**config.mk**
```make
export PLATFORM = sky130hd
export DESIGN_NAME = sdram_init_seq
export DESIGN_NICKNAME = d
export VERILOG_FILES = /design/src/rtl/sdram_init_seq.sv
export SDC_FILE = /design/constraint.sdc
export NUM_CORES = 1
export LEC_CHECK = 0
export ABC_AREA = 1
export CORE_MARGIN = 5
export CORE_UTILIZATION = 40
export CTS_BUF_LIST = sky130_fd_sc_hd__clkbuf_8 sky130_fd_sc_hd__clkbuf_16
export CTS_CLUSTER_DIAMETER = 120
export CTS_CLUSTER_SIZE = 28
export DETAILED_ROUTE_END_ITERATION = 10
export GPL_TIMING_DRIVEN = 0
export PLACE_DENSITY = 0.59
export SYNTH_ARGS = -nofsm -noshare
export SYNTH_HDL_FRONTEND = slang
export SYNTH_SLANG_ARGS = --single-unit
```
**constraint.sdc**
```tcl
create_clock -name clk -period 1.7 [get_ports clk]
set_input_delay 0.17 -clock clk [delete_from_list [all_inputs] [get_ports clk]]
set_output_delay 0.17 -clock clk [all_outputs]
set_load 0.01 [all_outputs]
```
**src/rtl/sdram_init_seq.sv**
```systemverilog
module sdram_init_seq #(
  parameter int ADDR_W   = 13,
  parameter int DQM_W    = 2,
  parameter int AP_BIT   = 10,
  parameter int T_STABLE = 40000,
  parameter int T_RP     = 3,
  parameter int T_RC     = 9,
  parameter int T_MRD    = 2,
  parameter int N_REF    = 8
) (
  input  logic              clk,
  input  logic              rst_n,
  input  logic [ADDR_W-1:0] mode_val,
  output logic              cke,
  output logic              cs_n,
  output logic              ras_n,
  output logic              cas_n,
  output logic              we_n,
  output logic [ADDR_W-1:0] addr,
  output logic [DQM_W-1:0]  dqm,
  output logic              init_done
);
  localparam int REF_N = (N_REF < 8) ? 8 : N_REF;
  localparam int MAX_A = (T_STABLE > T_RP) ? T_STABLE : T_RP;
  localparam int MAX_B = (T_RC > T_MRD) ? T_RC : T_MRD;
  localparam int MAXW  = (MAX_A > MAX_B) ? MAX_A : MAX_B;
  localparam int CW    = $clog2(MAXW + 1);
  localparam int RW    = $clog2(REF_N + 1);

  localparam logic [3:0] CMD_NOP = 4'b0111;
  localparam logic [3:0] CMD_PRE = 4'b0010;
  localparam logic [3:0] CMD_REF = 4'b0001;
  localparam logic [3:0] CMD_MRS = 4'b0000;

  typedef enum logic [2:0] {PH_STABLE, PH_PRE, PH_REF, PH_MRS, PH_DONE} phase_t;

  phase_t            phase;
  logic [CW-1:0]     cnt;
  logic [RW-1:0]     ref_left;
  logic [3:0]        cmd_q;
  logic [ADDR_W-1:0] addr_q;
  logic              done_q;

  assign cke       = 1'b1;
  assign dqm       = '1;
  assign {cs_n, ras_n, cas_n, we_n} = cmd_q;
  assign addr      = addr_q;
  assign init_done = done_q;

  always_ff @(posedge clk or negedge rst_n) begin
    if (!rst_n) begin
      phase    <= PH_STABLE;
      cnt      <= CW'(T_STABLE - 1);
      ref_left <= '0;
      cmd_q    <= CMD_NOP;
      addr_q   <= '0;
      done_q   <= 1'b0;
    end else begin
      cmd_q  <= CMD_NOP;
      addr_q <= '0;
      if (cnt != '0) begin
        cnt <= cnt - 1'b1;
      end else begin
        case (phase)
          PH_STABLE: begin
            cmd_q          <= CMD_PRE;
            addr_q[AP_BIT] <= 1'b1;
            cnt            <= CW'(T_RP - 1);
            phase          <= PH_PRE;
          end
          PH_PRE: begin
            cmd_q    <= CMD_REF;
            cnt      <= CW'(T_RC - 1);
            ref_left <= RW'(REF_N - 1);
            phase    <= PH_REF;
          end
          PH_REF: begin
            if (ref_left != '0) begin
              cmd_q    <= CMD_REF;
              cnt      <= CW'(T_RC - 1);
              ref_left <= ref_left - 1'b1;
            end else begin
              cmd_q  <= CMD_MRS;
              addr_q <= mode_val;
              cnt    <= CW'(T_MRD - 1);
              phase  <= PH_MRS;
            end
          end
          PH_MRS: begin
            done_q <= 1'b1;
            phase  <= PH_DONE;
          end
          default: ;
        endcase
      end
    end
  end

  assert_pre_ap_bit_R2: assert property (@(posedge clk) disable iff (!rst_n)
    (cmd_q == CMD_PRE) |-> (addr_q[AP_BIT] && phase == PH_PRE));

  assert_mrs_after_last_ref_R5: assert property (@(posedge clk) disable iff (!rst_n)
    (cmd_q == CMD_MRS) |-> (ref_left == '0 && phase == PH_MRS));

  assert_mrs_once_R5: assert property (@(posedge clk) disable iff (!rst_n)
    (cmd_q == CMD_MRS) |=> (cmd_q != CMD_MRS));

  assert_done_sticky_R6: assert property (@(posedge clk) disable iff (!rst_n)
    done_q |=> done_q);

  assert_nop_when_done_R6: assert property (@(posedge clk) disable iff (!rst_n)
    done_q |-> (cmd_q == CMD_NOP));

  assert_nop_addr_zero_R8: assert property (@(posedge clk) disable iff (!rst_n)
    (cmd_q == CMD_NOP) |-> (addr_q == '0));
endmodule

```
======== After elaboration in Yosys (flattened, before gate mapping) ========
Cells that the tools add are included.
storage, ports and cells
  bits of input ports ..................... 15
  logic and storage cells ................. 38
  output and inout bits ................... 21
  flip-flop bits (word level) ............. 41
operators by class
  add/sub/neg operators ................... 2
  bitwise gates (word level) .............. 1
  equality and inequality tests ........... 5
  mux-type cells .......................... 15
  reductions and logical operators ........ 9
operators by type and width
  operator                                            number
  case mux 16 bit (3 select lines)                    1
  2-to-1 mux 13 bit                                   2
  2-to-1 mux 16 bit                                   1
  nonzero test 16 bit                                 1
  subtractor 16 x 1 -> 16 bit, second input constant  1
  case mux 3 bit (4 select lines)                     1
  nonzero test 4 bit                                  3
  2-to-1 mux 10 bit                                   1
  case mux 3 bit (3 select lines)                     1
  2-to-1 mux 4 bit                                    2
  case mux 4 bit (2 select lines)                     1
  == test 3 x 2 -> 1 bit, second input constant       2
  2-to-1 mux 3 bit                                    2
  AND reduction 3 bit                                 2
  inequality test 2 bit, second input constant        2
  subtractor 4 x 1 -> 4 bit, second input constant    1
  == test 3 x 1 -> 1 bit, second input constant       1
  zero test 3 bit                                     1
  2-to-1 mux 2 bit                                    1
  case mux 1 bit (2 select lines)                     1
  AND reduction 2 bit                                 1
  nonzero test 2 bit                                  1
  2-to-1 mux 1 bit                                    1
  NOT 1 bit                                           1

======== Depth between registers and ports, before layout ========
  depth after elaboration ................. 4
  depth in mapped cells ................... 9
  mapped depth without buffers ............ 9

======== Worst setup path after synthesis ========
OpenSTA, ideal clock, no wires.
  kind .................................... register to register
  start ................................... register cnt[0]
  end ..................................... register cnt[9]
  cell stages (with the launch flop) ...... 10
  data required time ...................... 1,583 ps
  arrival time ............................ 1,287 ps
  clock period less this slack ............ 1,404 ps
  library setup time ...................... 117 ps
  path slack .............................. 296 ps
  buffers on the path ..................... 1
  cell sequence ........................... dfstp_2 -> inv_1 -> ha_1 -> nand2_1 -> nor2_4 -> nand2_4 -> buf_6 -> nand3_1 -> nand2_1 -> nand2_1
on the way
  cells in the longest elaborated chain, start to end .. 2
  elaborated cells on any way between the ends .. 4
  those cells by class .................... add/sub (1); mux (1); reduce/logical (2)
ends and longest elaborated chain
  element                                                             line    source
  start, declared                                                     38      logic [CW-1:0] cnt;
  start signal, assigned                                              53      cnt <= CW'(T_STABLE - 1);
  start signal, assigned                                              62      cnt <= cnt - 1'b1;
  start signal, assigned                                              68      cnt <= CW'(T_RP - 1);
  subtractor 16 x 1 -> 16 bit or nonzero test 16 bit (tied branches)  62, 61
  2-to-1 mux 16 bit or nonzero test 4 bit (tied branches)             --
Several ways; a longest one is shown, not always the timed one.
A chain may end at the register's enable or synchronous reset.

======== Worst setup path in the final report ========
  start ................................... register cmd_q[2]
  end ..................................... output port ras_n
RTL lines
  element                 line  source
  start, declared         40    logic [3:0] cmd_q;
  start signal, assigned  55    cmd_q <= CMD_NOP;
  start signal, assigned  59    cmd_q <= CMD_NOP;
  start signal, assigned  66    cmd_q <= CMD_PRE;
  end, declared           16    output logic ras_n,
No word-level cell between the ends.

==> flow_summary_export.csv <==
group,metric,value,unit
synthesis,synthMuxAreaShare,0,%
placed_design,dp_worst_setup_slack,0.198,ns
worst_setup_path,crit_fanout,1,
synthesis,synth_cells,257,
sta,drv_slew,0,
sta,clock-skew-final,0.00516,ns
pwr,total_power,1780,uW
worst_setup_path,critPathLaunchType,"flop",
clock_tree,cts_buffers,5,
global_route,grt_max_degree,22,
worst_setup_path,max_stage_delay,0.54,ns
clock_tree,path_clk_slew,0.08,ns
synthesis,synth-simple-area-share,35.6,%
worst_setup_path,path_cells,"clkdlybuf4s50_1",
clock_tree,clock_latency,0.29,ns
placed_design,dp_hpwl,3420,um
sta,max_freq,653,MHz
layout,fill_cells,493,
global_route,grt_pass1_vias,1608,
synthesis,synth_compound_area_share,1.26,%
worst_setup_path,regToRegStartpoint,"cnt[0]",
worst_setup_path,worstPathArrival,1.36,ns
worst_setup_path,critical_path_class,"flop to primary output",
sta,setup_viol,0,
die,die_area,6750,sq um
sta,finalHoldViolations,0,
die,start_util,41.0,%
clock_tree,cts_sinks,40,
route,wirelength,4450,um
clock_tree,htreeDepth,2,
synthesis,avgSynthCellArea,8.10,sq um
pwr,power_per_cell_area,679,nW/um^2
clock_tree,clockBufferDepth,2,
die,io_pins,36,
route,ant_nets,0,
clock_tree,cts_setup_buffers,0,
worst_setup_path,worstPathRequired,1.53,ns
worst_setup_path,reg2regPathDepth,9,
run,cap_violations,0,
global_route,grt_util_all_layers,14.8,%
die,die_y,82.1,um
die,fp.coreArea,5070,sq um
hold_path,hold_path_class,"input pin to async pin",
synthesis,synth_top_area_share,32.5,%
clock_tree,cts_resized,0,
worst_setup_path,startpoint,"cmd_q[2]",
clock_tree,cts_root_buf,"clkbuf_8",
worst_setup_path,crit_family,"buffers and inverters",
route,routed_via_density,4.34,
synthesis,synth_edf_count,0,
synthesis,synthAdderAreaFrac,2.40,%
die,std_cell_rows,26,
synthesis,synthArstFlopShare,100,%
synthesis,synth_top_flop_cell,"dfrtp_1",
layout,drive_gt1_share,17.7,%
route,top_layer_used,"met4",
sta,tns,0,ns
sta,rsz0062_at_grt,"false",
sta,setup_slack,0.170,ns
synthesis,ys_warn_count,0,
placed_design,io_buffer_count,31,
pwr,p_leak,0.00128,uW
worst_setup_path,endpoint_kind,"primary output",
worst_setup_path,critPathSlowestCell,"clkdlybuf4s50_1",
global_route,grt_pass1_wl,7450,um
layout,antenna_cells,0,
synthesis,synth_top_family_by_area,"simple AND/OR/NAND/NOR gates",
die,dieWidth,82.1,um
worst_setup_path,crit_buf_inv,1,
clock_tree,cts_hold_buf,1,
worst_setup_path,crit_cells,1,
clock_tree,cts_tree,"built",
global_route,grt-ovfl-total,0,
synthesis,synth_cell_types,26,
layout,area_growth_syn_to_layout,26.2,%
synthesis,yosysSeqAreaShare,48.9,%
global_route,antenna_found_initial,0,
route,met2WireLength,2240,um
synthesis,synth_top_cell_by_area,"dfrtp_1",
synthesis,synth_area_leaders,"dfrtp_1 32%, dfstp_2 16%, nand2_1 14%, nor2_1 7.8%, inv_1 4.5%",
sta,period_share,90.0,%
route,drt-wirelength-per-cell,12.0,um
layout,final_common_cell,"nand2_1",
placed_design,place_congestion,0.834,
synthesis,syn-cell-area,2080,sq um
route,drc,0,
route,dr.pass1.iters,4,
layout,fin_nets,318,
route,wl_met3,100,um
status,status,"finished, final reports clean",
layout,final_cell_mix,"80 x nand2_1, 43 x nor2_1, 30 x clkdlybuf4s50_1",
pwr,ir_drop,0.368,mV
route,drtIter0Drc,86,
sta,period_minus_slack,1.53,ns
route,via_count,1607,
route,met1Wirelength,2050,um
synthesis,synth-xor-area-share,3.37,%
synthesis,ys_ff_latch,40,
-- synth_stat cells (2+ instances only) --
cell,instances
dfstp_2,13
nor2_2,7
dfrtp_1,27
xnor2_1,7
nand2_1,80
conb_1,2
nand3_1,15
nand4_1,5
nor2_4,4
inv_1,25
buf_6,3
buf_4,4
ha_1,4
nor2_1,43
nand2_2,6
inv_2,2
-- through the flow --
| step | cells | utilization [%] | area (sq um) | hold WS (ns) |
|---|---|---|---|---|
| after floorplan | 259 | - | 2090 | -0.126 |
| after global placement | 360 | 49.0 | 2490 | 0.454 |
| after detailed placement | 361 | 49.5 | 2510 | 0.170 |
| after CTS | 370 | 51.8 | 2630 | 0.380 |
| after global routing | 370 | 51.8 | 2630 | 0.403 |
| final | 370 | 51.8 | 2630 | 0.369 |
-- power breakdown --
part / switching (uW) / internal, uW
Clock: 332 / 430
Combinational: 28.9 / 40.3
Sequential: 0 / 952
Total: 361 / 1420
-- final cells by class --
cell class	instances	area, sq um	share of cell area, %
flip-flops and latches	40	1020	38.7
clock buffers	5	68.8	2.62
multi-input cells	184	902	34.3
clock inverters	3	38.8	1.48
well taps	70	87.6	3.33
inverters	27	101	3.86
repair buffers	33	343	13.0
plain buffers	8	68.8	2.62
-- cell families (layout without fill, tap and decap cells) --
group,Yosys count,after routing
buf+inv,35,76
compound gates,4,4
simple gates,164,164
other cells,2,4
xor+xnor,8,8
fa+ha+maj,4,4
flops,40,40
-- state kept, by name, summed over array words and instances, names as in the netlist --
name / flops
init_done: 1
phase: 3
cmd_q: 3
addr: 13
cnt: 16
ref_left: 4
-- per-layer routing --
metal  up-vias  global-route usage (%)
met5         -                       0
met2        12                    23.9
met3         5                    4.01
met4         0                    4.98
met1       737                    19.1
li1        853                       -
-- worst paths after layout --
kind	to	slack, ns
setup / recovery	ras_n	0.17
hold / removal	cnt[7]	0.37
setup reg to reg	cnt[9]	0.19
hold reg to reg	cnt[12]	0.48
max in group asynchronous	cnt[1]	0.78
min in group clk	addr[12]	0.40
No activity file was read; power rests on OpenSTA's default activity.
